File: src/rtl/trunc_mul_pkg.sv
package trunc_mul_pkg;

    typedef enum logic {
        MODE_UNS = 1'b0,
        MODE_SGN = 1'b1
    } mul_mode_e;

    typedef struct packed {
        logic ovf;
        logic sgn;
        logic zro;
        logic cry;
    } flag_t;

    localparam flag_t FLAGS_CLEAR = '{ovf: 1'b0, sgn: 1'b0, zro: 1'b0, cry: 1'b0};

endpackage

File: src/rtl/trunc_mul_prep.sv
module trunc_mul_prep
    import trunc_mul_pkg::*;
#(
    parameter int WIDE_W   = 16,
    parameter int NARROW_W = 8
) (
    input  mul_mode_e             mode,
    input  logic                  wide,
    input  logic [WIDE_W-1:0]     op,
    output logic [2*WIDE_W-1:0]   ext
);
    localparam int EXT_W = 2 * WIDE_W;

    logic sign_w;
    logic sign_n;

    always_comb begin
        sign_w = (mode == MODE_SGN) && op[WIDE_W-1];
        sign_n = (mode == MODE_SGN) && op[NARROW_W-1];
        if (wide) begin
            ext = {{WIDE_W{sign_w}}, op};
        end else begin
            ext = {{(EXT_W-NARROW_W){sign_n}}, op[NARROW_W-1:0]};
        end
    end

endmodule

File: src/rtl/trunc_mul_core.sv
module trunc_mul_core
    import trunc_mul_pkg::*;
#(
    parameter int WIDE_W   = 16,
    parameter int NARROW_W = 8
) (
    input  mul_mode_e             mode,
    input  logic                  wide,
    input  logic [2*WIDE_W-1:0]   ext_a,
    input  logic [2*WIDE_W-1:0]   ext_b,
    output logic [WIDE_W-1:0]     low,
    output logic                  ovf
);
    localparam int EXT_W = 2 * WIDE_W;
    localparam int NX_W  = 2 * NARROW_W;

    logic [EXT_W-1:0]    full;
    logic [WIDE_W:0]     top_w;
    logic [NARROW_W:0]   top_n;

    always_comb begin
        full  = ext_a * ext_b;
        top_w = full[EXT_W-1:WIDE_W-1];
        top_n = full[NX_W-1:NARROW_W-1];
        if (wide) begin
            low = full[WIDE_W-1:0];
            if (mode == MODE_SGN) begin
                ovf = !((top_w == '0) || (top_w == '1));
            end else begin
                ovf = |top_w[WIDE_W:1];
            end
        end else begin
            low = {{(WIDE_W-NARROW_W){1'b0}}, full[NARROW_W-1:0]};
            if (mode == MODE_SGN) begin
                ovf = !((top_n == '0) || (top_n == '1));
            end else begin
                ovf = |top_n[NARROW_W:1];
            end
        end
    end

endmodule

File: src/rtl/trunc_mul.sv
module trunc_mul
    import trunc_mul_pkg::*;
#(
    parameter int WIDE_W   = 16,
    parameter int NARROW_W = 8
) (
    input  logic              clk,
    input  logic              rst,
    input  logic              start,
    input  logic              signed_mode,
    input  logic              wide_sel,
    input  logic [WIDE_W-1:0] opa,
    input  logic [WIDE_W-1:0] opb,
    input  logic              sf_in,
    input  logic              zf_in,
    output logic              done,
    output logic [WIDE_W-1:0] product,
    output logic              of_out,
    output logic              cf_out,
    output logic              sf_out,
    output logic              zf_out
);
    localparam int EXT_W  = 2 * WIDE_W;
    localparam int N_OPS  = 2;

    mul_mode_e                    mode_in;
    logic [N_OPS-1:0][WIDE_W-1:0] ops;
    logic [N_OPS-1:0][EXT_W-1:0]  ext;

    assign mode_in = signed_mode ? MODE_SGN : MODE_UNS;
    assign ops[0]  = opa;
    assign ops[1]  = opb;

    generate
        for (genvar gi = 0; gi < N_OPS; gi++) begin : g_prep
            trunc_mul_prep #(
                .WIDE_W   (WIDE_W),
                .NARROW_W (NARROW_W)
            ) u_prep (
                .mode (mode_in),
                .wide (wide_sel),
                .op   (ops[gi]),
                .ext  (ext[gi])
            );
        end
    endgenerate

    // Stage 1: conditioned operands and carried flags
    logic             s1_vld;
    mul_mode_e        s1_mode;
    logic             s1_wide;
    logic [EXT_W-1:0] s1_a;
    logic [EXT_W-1:0] s1_b;
    logic             s1_sf;
    logic             s1_zf;

    always_ff @(posedge clk) begin
        if (rst) begin
            s1_vld  <= 1'b0;
            s1_mode <= MODE_UNS;
            s1_wide <= 1'b0;
            s1_a    <= '0;
            s1_b    <= '0;
            s1_sf   <= 1'b0;
            s1_zf   <= 1'b0;
        end else begin
            s1_vld <= start;
            if (start) begin
                s1_mode <= mode_in;
                s1_wide <= wide_sel;
                s1_a    <= ext[0];
                s1_b    <= ext[1];
                s1_sf   <= sf_in;
                s1_zf   <= zf_in;
            end
        end
    end

    logic [WIDE_W-1:0] core_low;
    logic              core_ovf;

    trunc_mul_core #(
        .WIDE_W   (WIDE_W),
        .NARROW_W (NARROW_W)
    ) u_core (
        .mode  (s1_mode),
        .wide  (s1_wide),
        .ext_a (s1_a),
        .ext_b (s1_b),
        .low   (core_low),
        .ovf   (core_ovf)
    );

    // Stage 2: result registers
    logic              done_q;
    logic [WIDE_W-1:0] prod_q;
    flag_t             flg_q;

    always_ff @(posedge clk) begin
        if (rst) begin
            done_q <= 1'b0;
            prod_q <= '0;
            flg_q  <= FLAGS_CLEAR;
        end else begin
            done_q <= s1_vld;
            if (s1_vld) begin
                prod_q <= core_low;
                flg_q  <= '{ovf: core_ovf, sgn: s1_sf, zro: s1_zf, cry: core_ovf};
            end
        end
    end

    assign done    = done_q;
    assign product = prod_q;
    assign of_out  = flg_q.ovf;
    assign cf_out  = flg_q.cry;
    assign sf_out  = flg_q.sgn;
    assign zf_out  = flg_q.zro;

    AST_DONE_FOLLOWS_START: assert property (@(posedge clk) disable iff (rst)
        start |-> ##2 done);
    AST_DONE_HAS_CAUSE: assert property (@(posedge clk) disable iff (rst)
        done |-> $past(start, 2));
    AST_NARROW_UPPER_CLEAR: assert property (@(posedge clk) disable iff (rst)
        (done && !$past(wide_sel, 2)) |-> (product[WIDE_W-1:NARROW_W] == '0));
    AST_OF_CF_AGREE: assert property (@(posedge clk) disable iff (rst)
        done |-> (of_out == cf_out));
    AST_SZ_CARRIED: assert property (@(posedge clk) disable iff (rst)
        done |-> ({sf_out, zf_out} == $past({sf_in, zf_in}, 2)));
    AST_RESULT_HOLDS: assert property (@(posedge clk) disable iff (rst)
        !done |-> ($stable(product) && $stable({of_out, cf_out, sf_out, zf_out})));

endmodule

File: config.mk
export PLATFORM = sky130hd
export DESIGN_NAME = trunc_mul
export DESIGN_NICKNAME = d
export VERILOG_FILES = /design/src/rtl/trunc_mul_pkg.sv /design/src/rtl/trunc_mul_prep.sv /design/src/rtl/trunc_mul_core.sv /design/src/rtl/trunc_mul.sv
export SDC_FILE = /design/constraint.sdc
export NUM_CORES = 1
export LEC_CHECK = 0
export ABC_AREA = 1
export ABC_CLOCK_PERIOD_IN_PS = 15200
export BUFFER_PORTS_ARGS = -buffer_cell sky130_fd_sc_hd__buf_2
export CAP_MARGIN = 10
export CORE_MARGIN = 2
export CORE_UTILIZATION = 50
export CTS_CLUSTER_SIZE = 30
export DETAILED_ROUTE_END_ITERATION = 10
export PLACE_DENSITY = 0.7
export SLEW_MARGIN = 20
export SYNTH_ARGS = -nofsm -noshare
export SYNTH_HDL_FRONTEND = slang
export SYNTH_SLANG_ARGS = --single-unit
File: constraint.sdc
create_clock -name clk -period 15.2 [get_ports clk]
set_input_delay 0.76 -clock clk [delete_from_list [all_inputs] [get_ports clk]]
set_output_delay 0.76 -clock clk [all_outputs]
set_load 0.02 [all_outputs]
==> results of run 1 <==
## worst max-delay path, delay by kind of cell, from the launching register on
| family | cells | cell delay, ns |
|---|---|---|
| adder cells (fa/ha/maj) | 9 | 4.85 |
| AND/OR/NAND/NOR | 12 | 1.47 |
| flip-flops | 1 | 0.73 |
| buffers and inverters | 5 | 0.46 |
| AO/OA/AOI/OAI | 2 | 0.28 |
## final cells by class
type,count,area (um^2)
clock inverter,7,81.3
inverter,541,2030
sequential,59,1180
timing repair buffer,70,378
fill,2971,14700
clock buffer,9,225
multi-input combinational,1456,12500
antenna,2,5.00
tap,402,503
## routing by layer
layer	up-vias	track usage (%)
met5	-	0
met4	0	7.81
met3	75	4.73
met2	452	45.1
met1	6515	39.3
li1	6156	-
## kinds of logic (layout without fill, tap and decap cells)
kind of cell,after synthesis,after routing,synth area share [%]
AND/OR/NAND/NOR,888,888,21.9
buffers and inverters,626,627,14.8
adder cells (fa/ha/maj),463,463,52.0
AO/OA/AOI/OAI,83,83,2.76
flip-flops,59,59,7.33
XOR/XNOR,22,22,1.20
other,0,2,0
## where the power goes
group,switching (uW),internal (uW)
sequential,30.7,163
combinational,293,164
clock,88.5,130
total,412,457
## registers in the layout, indices dropped and copies added, names as in the netlist
| signal | cells |
|---|---|
| s1_mode | 1 |
| done | 1 |
| sf_out | 1 |
| zf_out | 1 |
| s1_b | 17 |
| product | 16 |
| s1_wide | 1 |
| s1_zf | 1 |
| s1_sf | 1 |
| s1_vld | 1 |
| cf_out | 1 |
| s1_a | 17 |
## layout by cell type (no fill, tap or decap), types with 2 or more instances in the layout
cell type and n:
dfxtp_1 59, nand2_1 671, xor2_1 13, buf_2 59, nor2_1 113, clkbuf_16 9
nand2_2 4, o21ai_0 30, and2_1 5, a21oi_1 35, nor3_1 3, a31oi_1 14
o211ai_1 2, ha_1 118, nand4_1 16, xnor2_1 9, inv_6 4, inv_1 539
nor2_2 5, diode_2 2, buf_4 11, or2_2 2, nand3b_1 3, nand3_1 63
fa_1 345, nand3_2 2
## worst paths after layout
check / startpoint / end / slack, ns / cells past startpoint
min: product[13] / product[13] / 0.47 / 2
max reg2reg: s1_b[2] / cf_out / 7.25 / 28
min reg2reg: product[13] / product[13] / 0.47 / 2
max: s1_b[2] / cf_out / 7.25 / 28
## metrics by stage
| stage | hold slack, ns | power, uW | worst slack [ns] | area [um^2] |
|---|---|---|---|---|
| after CTS | 0.469 | 865 | 7.18 | 16900 |
| after global placement | 0.453 | 641 | 7.36 | 16600 |
| after global routing | 0.492 | 932 | 6.69 | 16900 |
| after detailed placement | 0.460 | 644 | 7.22 | 16600 |
| after floorplan | 0.450 | 496 | 7.96 | 16100 |
| final | 0.465 | 869 | 7.25 | 16900 |
==> metrics.md, run 1 <==
| Metric | Value |
|---|---|
| Status | `finished clean` |
| Top cell type's share of synthesized area | `42.9%` |
| Initial antenna violation count | `2` |
| Mapped Area | `16,100 um^2` |
| Synth cell count leaders | `671 x nand2_1, 540 x inv_1, 345 x fa_1` |
| Hold Fails Final Rpt | `0` |
| Met3 WL | `3240 um` |
| Yosys reg bits | `59` |
| CP max stage cell | `fa_1` |
| Placed insts | `2,528` |
| Hpwl dp | `37,700 um` |
| CTS tree | `built` |
| Vias in the first global route | `13,600` |
| Via-per-instance ratio | `5.18` |
| CTS clk-pin slew, worst paths | `0.07 ns` |
| Critical Path Max Stage Delay | `0.90 ns` |
| Layout cells sized above 1 | `4.72%` |
| DR iter-0 viols | `1,008` |
| Fin util | `53.6%` |
| # DRC | `0` |
| Final setup violation count | `0` |
| Count leader, synth | `nand2_1` |
| CP Capture Type | `flop` |
| Number of distinct library cells after synthesis | `30` |
| Num CTS Buffers | `9` |
| Cell taking the most area after synthesis | `fa_1` |
| Post-synth EDFFs | `0` |
| Share of the yosys chip area belonging to registers | `7.33%` |
| PD cells | `51.3 nW/um^2` |
| CP Launch Type | `flop` |
| Crit Path Class | `flop to flop` |
| Top FF cell, synth | `dfxtp_1` |
| H-tree levels | `3` |
| RePlAce Congestion | `0.976` |
| DRT met1 WL | `19,400 um` |
| Largest cells by area after synthesis | `fa_1 43%, nand2_1 16%, inv_1 13%, ha_1 9.2%, dfxtp_1 7.3%` |
| Worst-Margin Slew | `1.06 ns` |
| Average size of a mapped cell | `7.52 um^2` |
| CTS Buffer Depth | `2` |
| RSZ-0062 raised after global routing | `false` |
| Worst Hold Class | `flop to flop` |
| Sum of negative setup slack | `0 ns` |
| Number of routed nets with antenna violations | `0` |
| Via count | `13,200` |
| Max Clk Rate | `126 MHz` |
| Syn. warnings | `0` |
| CTS sink cnt | `59` |
| Max-Slew Margin vs Limit | `29.4%` |
| Post-Syn Nets | `2,643` |
| Async S/R FF share, synth | `0%` |
| Final worst-path cycle share | `52.3%` |
| Cell at the root of the clock tree | `clkbuf_16` |
| Initial Util | `50.9%` |
| Largest net degree at the start of global routing | `40` |
| Die area | `33,700 um^2` |
| Total grt overflow | `0` |
| First-pass GRT wire length | `72,100 um` |
| Cells after synthesis | `2,141` |
| Row cnt | `65` |
| Highest Signal Layer | `met4` |
| Clk_lat worst skew | `0.35 ns` |
| Required time of the critical path | `15.40 ns` |
| Max Cap Violations | `0` |
| Max FO, Critical Path | `18` |
| VDD IR-drop max | `0.0547 mV` |
| Cts hold-fix bufs | `0` |
| Final min period | `7.95 ns` |
| Met2 routed WL | `20,700 um` |
| Leak | `0.00854 uW` |
| Die Ht | `183 um` |
| Worst clock skew | `0.0101 ns` |
| Final WL | `44,500 um` |
| Die W | `183 um` |
| Number of port buffers | `59` |
| Post-CTS Setup Bufs | `0` |
| Drt first pass iters | `5` |
| Crit path DAT | `8.16 ns` |
| Final std cells w/o fill | `2,546` |
| Area Overhead vs Synth | `5.21%` |
| CORE AREA | `31,600 um^2` |
| Final layout net count | `2,639` |
| I/O Pins | `60` |
| Resized cells post-CTS | `0` |
| DR WL/cell | `17.5 um` |
| Pins Over Slew Limit | `0` |
| All-Layer GR Usage | `28.0%` |
No activity file was read; power rests on OpenSTA's default activity.
==> run 2, diff against run 1 <==
--- a/config.mk
+++ b/config.mk
@@ -6,7 +6,7 @@
 export NUM_CORES = 1
 export LEC_CHECK = 0
 export ABC_AREA = 1
-export ABC_CLOCK_PERIOD_IN_PS = 15200
+export ABC_CLOCK_PERIOD_IN_PS = 8150
 export BUFFER_PORTS_ARGS = -buffer_cell sky130_fd_sc_hd__buf_2
 export CAP_MARGIN = 10
 export CORE_MARGIN = 2
==> constraint.sdc (replaced) <==
create_clock -name clk -period 8.15 [get_ports clk]
set_input_delay 0.4075 -clock clk [delete_from_list [all_inputs] [get_ports clk]]
set_output_delay 0.4075 -clock clk [all_outputs]
set_load 0.02 [all_outputs]
==> run 2 against run 1 <==
Non-clock buffer count rose by 34. Global-route usage rose by 0.49 points. Register-to-register slack got worse by 6.6 ns. Largest cell class unchanged. Highest routed layer unchanged.
==> metrics.md, run 2 (synthesis results as in run 1) <==
| Metric | Value |
|---|---|
| Crit path DAT | `7.71 ns (-0.45 ns)` |
| Initial Util | `50.9% (unchanged)` |
| Cell at the root of the clock tree | `clkbuf_16` |
| CP Capture Type | `flop` |
| RR Endpoint | `cf_out` |
| Max Cap Violations | `0 (unchanged)` |
| Pins Over Slew Limit | `0 (unchanged)` |
| RePlAce Congestion | `0.926 (-5.2%)` |
| CORE AREA | `31,600 um^2 (unchanged)` |
| PD cells | `93.7 nW/um^2 (+83%)` |
| Total grt overflow | `0 (unchanged)` |
| CP max stage cell | `dfxtp_1` |
| Number of routed nets with antenna violations | `0 (unchanged)` |
| Sum of negative setup slack | `0 ns (unchanged)` |
| DR iter-0 viols | `1,198 (+19%)` |
| Crit Reg-Reg Startpoint | `s1_b[10]` |
| Hold Fails Final Rpt | `0 (unchanged)` |
| Cts hold-fix bufs | `0 (unchanged)` |
| Post-CTS Setup Bufs | `0 (unchanged)` |
| Drt first pass iters | `6 (+1)` |
| Final setup violation count | `0 (unchanged)` |
| CTS clk-pin slew, worst paths | `0.06 ns (about the same)` |
| Hold Crit Depth | `3 (+1)` |
| RSZ-0062 raised after global routing | `false` |
| Crit-path leading delay family | `adder cells` |
| Max FO, Critical Path | `11 (-7)` |
| Worst-Margin Slew | `0.903 ns (-0.155 ns)` |
| Crit Path Class | `flop to flop` |
| N_diodes | `0 (-2)` |
| DP Worst Slack | `0.470 ns (-6.75 ns)` |
| Row cnt | `65 (unchanged)` |
| H-tree levels | `3 (unchanged)` |
| Max Clk Rate | `133 MHz (+5.9%)` |
| Final min period | `7.51 ns (-0.443 ns)` |
| Hold Slack | `0.300 ns (-0.165 ns)` |
| Worst Hold Launch | `opb[1]` |
| FF-to-FF path depth | `30 (+7.1%)` |
| CP Launch Type | `flop` |
| Initial antenna violation count | `0 (-2)` |
| Layout cells sized above 1 | `6.34% (+1.6 points)` |
| Worst clock skew | `0.0121 ns (+0.00199 ns)` |
| I/O Pins | `60 (unchanged)` |
| Vias in the first global route | `13,900 (+2.3%)` |
| CTS sink cnt | `59 (unchanged)` |
| Final layout net count | `2,673 (+1.3%)` |
| Status | `finished clean` |
| Clk_lat worst skew | `0.34 ns (about the same)` |
| First-pass GRT wire length | `73,900 um (+2.6%)` |
| CTS tree | `built` |
| Die Ht | `183 um (unchanged)` |
| Worst Setup Slack, final | `0.642 ns (-6.61 ns)` |
| Via count | `13,400 (+1.5%)` |
| Largest net degree at the start of global routing | `36 (-10%)` |
| Most Frequent Cell on Critical Path | `nand2_1` |
| Die W | `183 um (unchanged)` |
| DR WL/cell | `17.3 um (-0.90%)` |
| Cell depth of the worst setup path | `30 (+7.1%)` |
| Die area | `33,700 um^2 (unchanged)` |
| Worst Hold Class | `input port to flop` |
| Max-Slew Margin vs Limit | `39.7% (+10 points)` |
| Area Overhead vs Synth | `6.77%` |
| Leak | `0.00872 uW (+2.1%)` |
| Most frequent cells in the layout | `671 x nand2_1, 540 x inv_1, 345 x fa_1` |
| VDD IR-drop max | `0.0950 mV (+74%)` |
| Buf/Inv on CP | `3 (-2)` |
| Final worst-path cycle share | `92.1% (+40 points)` |
| Hpwl dp | `38,800 um (+3.1%)` |
| End of the worst hold path | `s1_b[1]` |
| Final WL | `44,600 um (+0.35%)` |
| Via-per-instance ratio | `5.19 (+0.20%)` |
| Num CTS Buffers | `9 (unchanged)` |
| Commonest non-fill, non-tap cell in the layout | `nand2_1` |
| All-Layer GR Usage | `28.5% (+0.49 points)` |
| Required time of the critical path | `8.36 ns (-7.04 ns)` |
| CTS Buffer Depth | `2 (unchanged)` |
| Critical Path Max Stage Delay | `0.82 ns (-0.08 ns)` |
| FILL cells | `2,984 (+0.44%)` |
| # DRC | `0 (unchanged)` |
| Number of port buffers | `59 (unchanged)` |
| Register-to-register setup slack | `0.64 ns (-6.61 ns)` |
run 2: worst max-delay path by stage:
stage	slack, ns	startpoint	to
finish	0.64	s1_b[10]	cf_out
floorplan	0.91	s1_a[30]	cf_out
global route	0.05	s1_a[30]	cf_out
detailed placement	0.47	s1_b[4]	cf_out
CTS	0.44	s1_b[4]	cf_out
global placement	0.57	s1_b[4]	cf_out
run 2: final cells by class:
cell class	count	area, um^2	area share (%)
Timing Repair Buffer	104	633	3.68
Clock buffer	10	239	1.39
Clock inverter	6	63.8	0.371
Inverter	541	2030	11.8
Tap cell	402	503	2.92
Sequential cell	59	1190	6.90
Multi-Input combinational cell	1456	12500	72.9
run 2: power by group:
group / switching (uW) / internal (uW)
Sequential: 45.2 / 305
Clock: 149 / 245
Combinational: 553 / 313
run 2: what timing repair did:
item	in CTS	in global routing
hold endpoints to repair	0	0
endpoints found under the setup margin	0	1
resized for setup	0	4
run 2: worst reg2reg max path: cells and delay by family (launching register included):
family | cells | cell delay [ns]
simple gates | 16 | 1.36
flops | 1 | 0.82
buf+inv | 3 | 0.17
fa+ha+maj | 9 | 4.74
compound gates | 2 | 0.28
run 2: layer usage:
metal | track usage, % | vias up | part of all wire (%)
met1 | 40.2 | 6583 | 43
met3 | 3.57 | 90 | 7.4
met4 | 8.13 | 0 | 3.1
met5 | 0 | - | 0
li1 | - | 6204 | -
met2 | 46.4 | 514 | 46
run 2: through the flow:
stage                     total power [uW]  area (um^2)  utilization, %  std cells
after floorplan                        926        16100               -       2141
after global placement                1200        16900            53.4       2562
after detailed placement              1210        16900            53.4       2562
after CTS                             1610        17200            54.3       2578
after global routing                  1740        17200            54.4       2578
final                                 1610        17200            54.4       2578
==> run 3, diff against run 2 <==
--- a/config.mk
+++ b/config.mk
@@ -5,7 +5,6 @@
 export SDC_FILE = /design/constraint.sdc
 export NUM_CORES = 1
 export LEC_CHECK = 0
-export ABC_AREA = 1
 export ABC_CLOCK_PERIOD_IN_PS = 8150
 export BUFFER_PORTS_ARGS = -buffer_cell sky130_fd_sc_hd__buf_2
 export CAP_MARGIN = 10
@@ -14,6 +13,7 @@
 export CTS_CLUSTER_SIZE = 30
 export DETAILED_ROUTE_END_ITERATION = 10
 export PLACE_DENSITY = 0.7
+export SKIP_LAST_GASP = 1
 export SLEW_MARGIN = 20
 export SYNTH_ARGS = -nofsm -noshare
 export SYNTH_HDL_FRONTEND = slang
==> run 3 against run 2 <==
Highest routed layer is now met5. Wire length decreased by 17%. Cell count is 22% lower. Largest power group unchanged. Power increased by 11%. Via count down 20%. Combinational power up 18%. Non-clock buffer count is 3 lower. Hold slack better by 0.0069 ns. Sequential share of layout area increased by 0.54 points. Core utilization is 0.83 points higher. Critical path type unchanged. Critical path depth decreased by 7.
==> metrics.md, run 3 <==
| Metric | Value |
|---|---|
| Post-synthesis mux area share | `1.97% (+2.0 points)` |
| Largest net degree at the start of global routing | `60 (+67%)` |
| Most frequent cells in the layout | `345 x fa_1, 296 x inv_1, 244 x nand2_1` |
| Status | `finished clean` |
| Final WL | `37,000 um (-17%)` |
| Mapped Area | `14,800 um^2 (-8.3%)` |
| Setup crit start | `s1_b[8]` |
| Final layout net count | `2,113 (-21%)` |
| Hold Crit Depth | `3 (unchanged)` |
| Main combinational cell family by area after synthesis | `adder cells` |
| Layout cells sized above 1 | `8.48% (+2.1 points)` |
| Average size of a mapped cell | `9.38 um^2 (+25%)` |
| Worst Setup Slack, final | `0.287 ns (-0.355 ns)` |
| RePlAce Congestion | `0.889 (-4.0%)` |
| Final min period | `7.86 ns (+0.355 ns)` |
| Area Overhead vs Synth | `7.82%` |
| Cells after synthesis | `1,574 (-26%)` |
| Vias in the first global route | `11,500 (-17%)` |
| Worst-Margin Slew | `0.869 ns (-0.0346 ns)` |
| Largest cells by area after synthesis | `fa_1 47%, ha_1 10%, dfxtp_1 8.0%, inv_1 7.5%, nand2_1 6.2%` |
| Crit Reg-Reg Startpoint | `s1_b[8]` |
| Leak | `0.00682 uW (-22%)` |
| Top FF cell, synth | `dfxtp_1` |
| Via-per-instance ratio | `5.34 (+2.8%)` |
| Final worst-path cycle share | `96.5% (+4.4 points)` |
| Max-Slew Margin vs Limit | `42.0% (+2.3 points)` |
| Crit path DAT | `8.07 ns (+0.36 ns)` |
| FF-to-FF path depth | `23 (-23%)` |
| All-Layer GR Usage | `25.7% (-2.8 points)` |
| Post-Synth Adder-Cell Area | `56.8% (+4.7 points)` |
| Cell at the root of the clock tree | `clkbuf_16` |
| First-pass GRT wire length | `61,700 um (-17%)` |
| Worst Hold Class | `input port to flop` |
| Row cnt | `62 (-4.6%)` |
| Num CTS Buffers | `9 (unchanged)` |
| Placed insts | `1,983 (-23%)` |
| # DRC | `0 (unchanged)` |
| RR Endpoint | `cf_out` |
| Max FO, Critical Path | `16 (+5)` |
| Worst clock skew | `0.00374 ns (-0.00831 ns)` |
| CTS sink cnt | `59 (unchanged)` |
| Post-Synth XOR/XNOR Area | `3.68% (+2.5 points)` |
| Post-Syn Nets | `2,076 (-21%)` |
| Initial Util | `51.2% (+0.27 points)` |
| Async S/R FF share, synth | `0% (unchanged)` |
| CTS clk-pin slew, worst paths | `0.06 ns (about the same)` |
| N_diodes | `0 (unchanged)` |
| FILL cells | `2,597 (-13%)` |
| Die Ht | `176 um (-4.1%)` |
| Hpwl dp | `31,900 um (-18%)` |
| VDD IR-drop max | `0.0857 mV (-9.8%)` |
| PD cells | `112 nW/um^2 (+20%)` |
| Share of the yosys chip area belonging to registers | `8.00% (+0.66 points)` |
| Hold Slack | `0.307 ns (+0.00691 ns)` |
| Worst Hold Launch | `zf_in` |
| Sum of negative setup slack | `0 ns (unchanged)` |
| Initial antenna violation count | `1 (+1)` |
| Cell taking the most area after synthesis | `fa_1` |
| Yosys reg bits | `59 (unchanged)` |
| Max Cap Violations | `0 (unchanged)` |
| Count leader, synth | `fa_1` |
| Final std cells w/o fill | `2,000 (-22%)` |
| Hold Fails Final Rpt | `0 (unchanged)` |
| Post-synth EDFFs | `0 (unchanged)` |
| Number of port buffers | `59 (unchanged)` |
| Synth cell count leaders | `345 x fa_1, 296 x inv_1, 244 x nand2_1` |
| Drt first pass iters | `5 (-1)` |
| DR WL/cell | `18.5 um (+6.9%)` |
| Via count | `10,700 (-20%)` |
| Crit Path Class | `flop to flop` |
| Area of the multi-input gates | `12,200 um^2 (-2.8%)` |
| Register-to-register setup slack | `0.29 ns (-0.35 ns)` |
| Max Clk Rate | `127 MHz (-4.5%)` |
| Total grt overflow | `0 (unchanged)` |
| Die W | `176 um (-4.1%)` |
| Die area | `30,900 um^2 (-8.1%)` |
| Required time of the critical path | `8.35 ns (about the same)` |
| Cts hold-fix bufs | `0 (unchanged)` |
| Pins Over Slew Limit | `0 (unchanged)` |
| CTS tree | `built` |
| Simple-Gate Fraction of Synth Area | `14.7% (-7.2 points)` |
| Top cell type's share of synthesized area | `46.8% (+3.9 points)` |
| DP Worst Slack | `0.359 ns (-0.111 ns)` |
| End of the worst hold path | `s1_zf` |
| Final setup violation count | `0 (unchanged)` |
| RSZ-0062 raised after global routing | `false` |
| DR iter-0 viols | `712 (-41%)` |
| CP Launch Type | `flop` |
| Compound-gate portion of the synthesized area | `5.46% (+2.7 points)` |
| FF+latch area | `1180 um^2 (-0.11%)` |
| I/O Pins | `60 (unchanged)` |
| Clk_lat worst skew | `0.33 ns (about the same)` |
| H-tree levels | `3 (unchanged)` |
| CP Capture Type | `flop` |
| Syn. warnings | `0 (unchanged)` |
| Number of distinct library cells after synthesis | `60 (+100%)` |
| Commonest non-fill, non-tap cell in the layout | `fa_1` |
| CTS Buffer Depth | `2 (unchanged)` |
| CORE AREA | `28,900 um^2 (-8.8%)` |
| Number of routed nets with antenna violations | `0 (unchanged)` |
## run 3: changes by cell type after synthesis, sizes merged, moves of 29 or more
| cell | previous run | this run |
|---|---|---|
| mux2i | 0 | 29 |
| and2 | 5 | 104 |
| xnor2 | 9 | 44 |
| nand3 | 65 | 11 |
| nand2 | 675 | 245 |
| nor2 | 118 | 56 |
| inv | 540 | 296 |
## run 3: power breakdown
group	internal, uW	total, uW	switching (uW)
Clock	270	416	146
Sequential	304	352	47.3
Combinational	413	1020	604
Total	987	1780	797
## run 3: how the worst max path moves through the flow
stage,endpoint,slack [ns]
detailed placement,cf_out,0.36
global placement,cf_out,0.48
CTS,cf_out,0.32
finish,cf_out,0.29
global route,cf_out,0.01
floorplan,cf_out,0.78
## run 3: final cells by class
type | count | area share [%]
inverters | 297 | 7.00
repair buffers | 101 | 3.96
well taps | 384 | 3.02
flip-flops and latches | 59 | 7.44
multi-input cells | 1143 | 76.5
clock inverters | 7 | 0.636
clock buffers | 9 | 1.41
## run 3: metal layers
| metal | vias to the layer above | routed length (um) | track usage [%] |
|---|---|---|---|
| met4 | 2 | 872 | 6.51 |
| met1 | 5420 | 16500 | 38.2 |
| met3 | 53 | 3030 | 5.26 |
| met2 | 387 | 16600 | 38.8 |
| met5 | - | 13 | 0 |
| li1 | 4821 | - | - |
## run 3: cells by family after synthesis
kind of cell,count (synthesis)
xor+xnor,62
fa+ha+maj,463
flops,59
simple gates,464
compound gates,125
buf+inv,372
mux,29
## run 3: through the flow
stage / instance area, um^2 / util [%] / total power [uW]
floorplan: 14800 / - / 1060
global placement: 15600 / 53.9 / 1340
detailed placement: 15600 / 53.9 / 1350
CTS: 15900 / 55.1 / 1780
global route: 15900 / 55.2 / 1930
finish: 15900 / 55.2 / 1780
## run 3: what timing repair did
action | in CTS | in global routing
gates resized for setup | 0 | 3
endpoints found under the setup margin | 0 | 1
hold endpoints to repair | 0 | 0
setup buffers | 0 | 0
## run 3: worst max-delay path, cell delays in order (launching register included)
cell and delay, ns:
dfxtp_1 0.86, nand2_1 0.19, fa_1 0.55, fa_1 0.47, fa_1 0.52, fa_1 0.44
fa_1 0.51, inv_1 0.06, fa_1 0.54, inv_1 0.05, fa_1 0.45, fa_1 0.56
inv_1 0.07, ha_1 0.33, a21o_1 0.25, nor4b_2 0.40, a211oi_4 0.14, o31ai_2 0.31
a21oi_2 0.10, xnor2_1 0.15, or3_1 0.40, nor4_2 0.14, o2bb2ai_1 0.16, o22ai_2 0.08
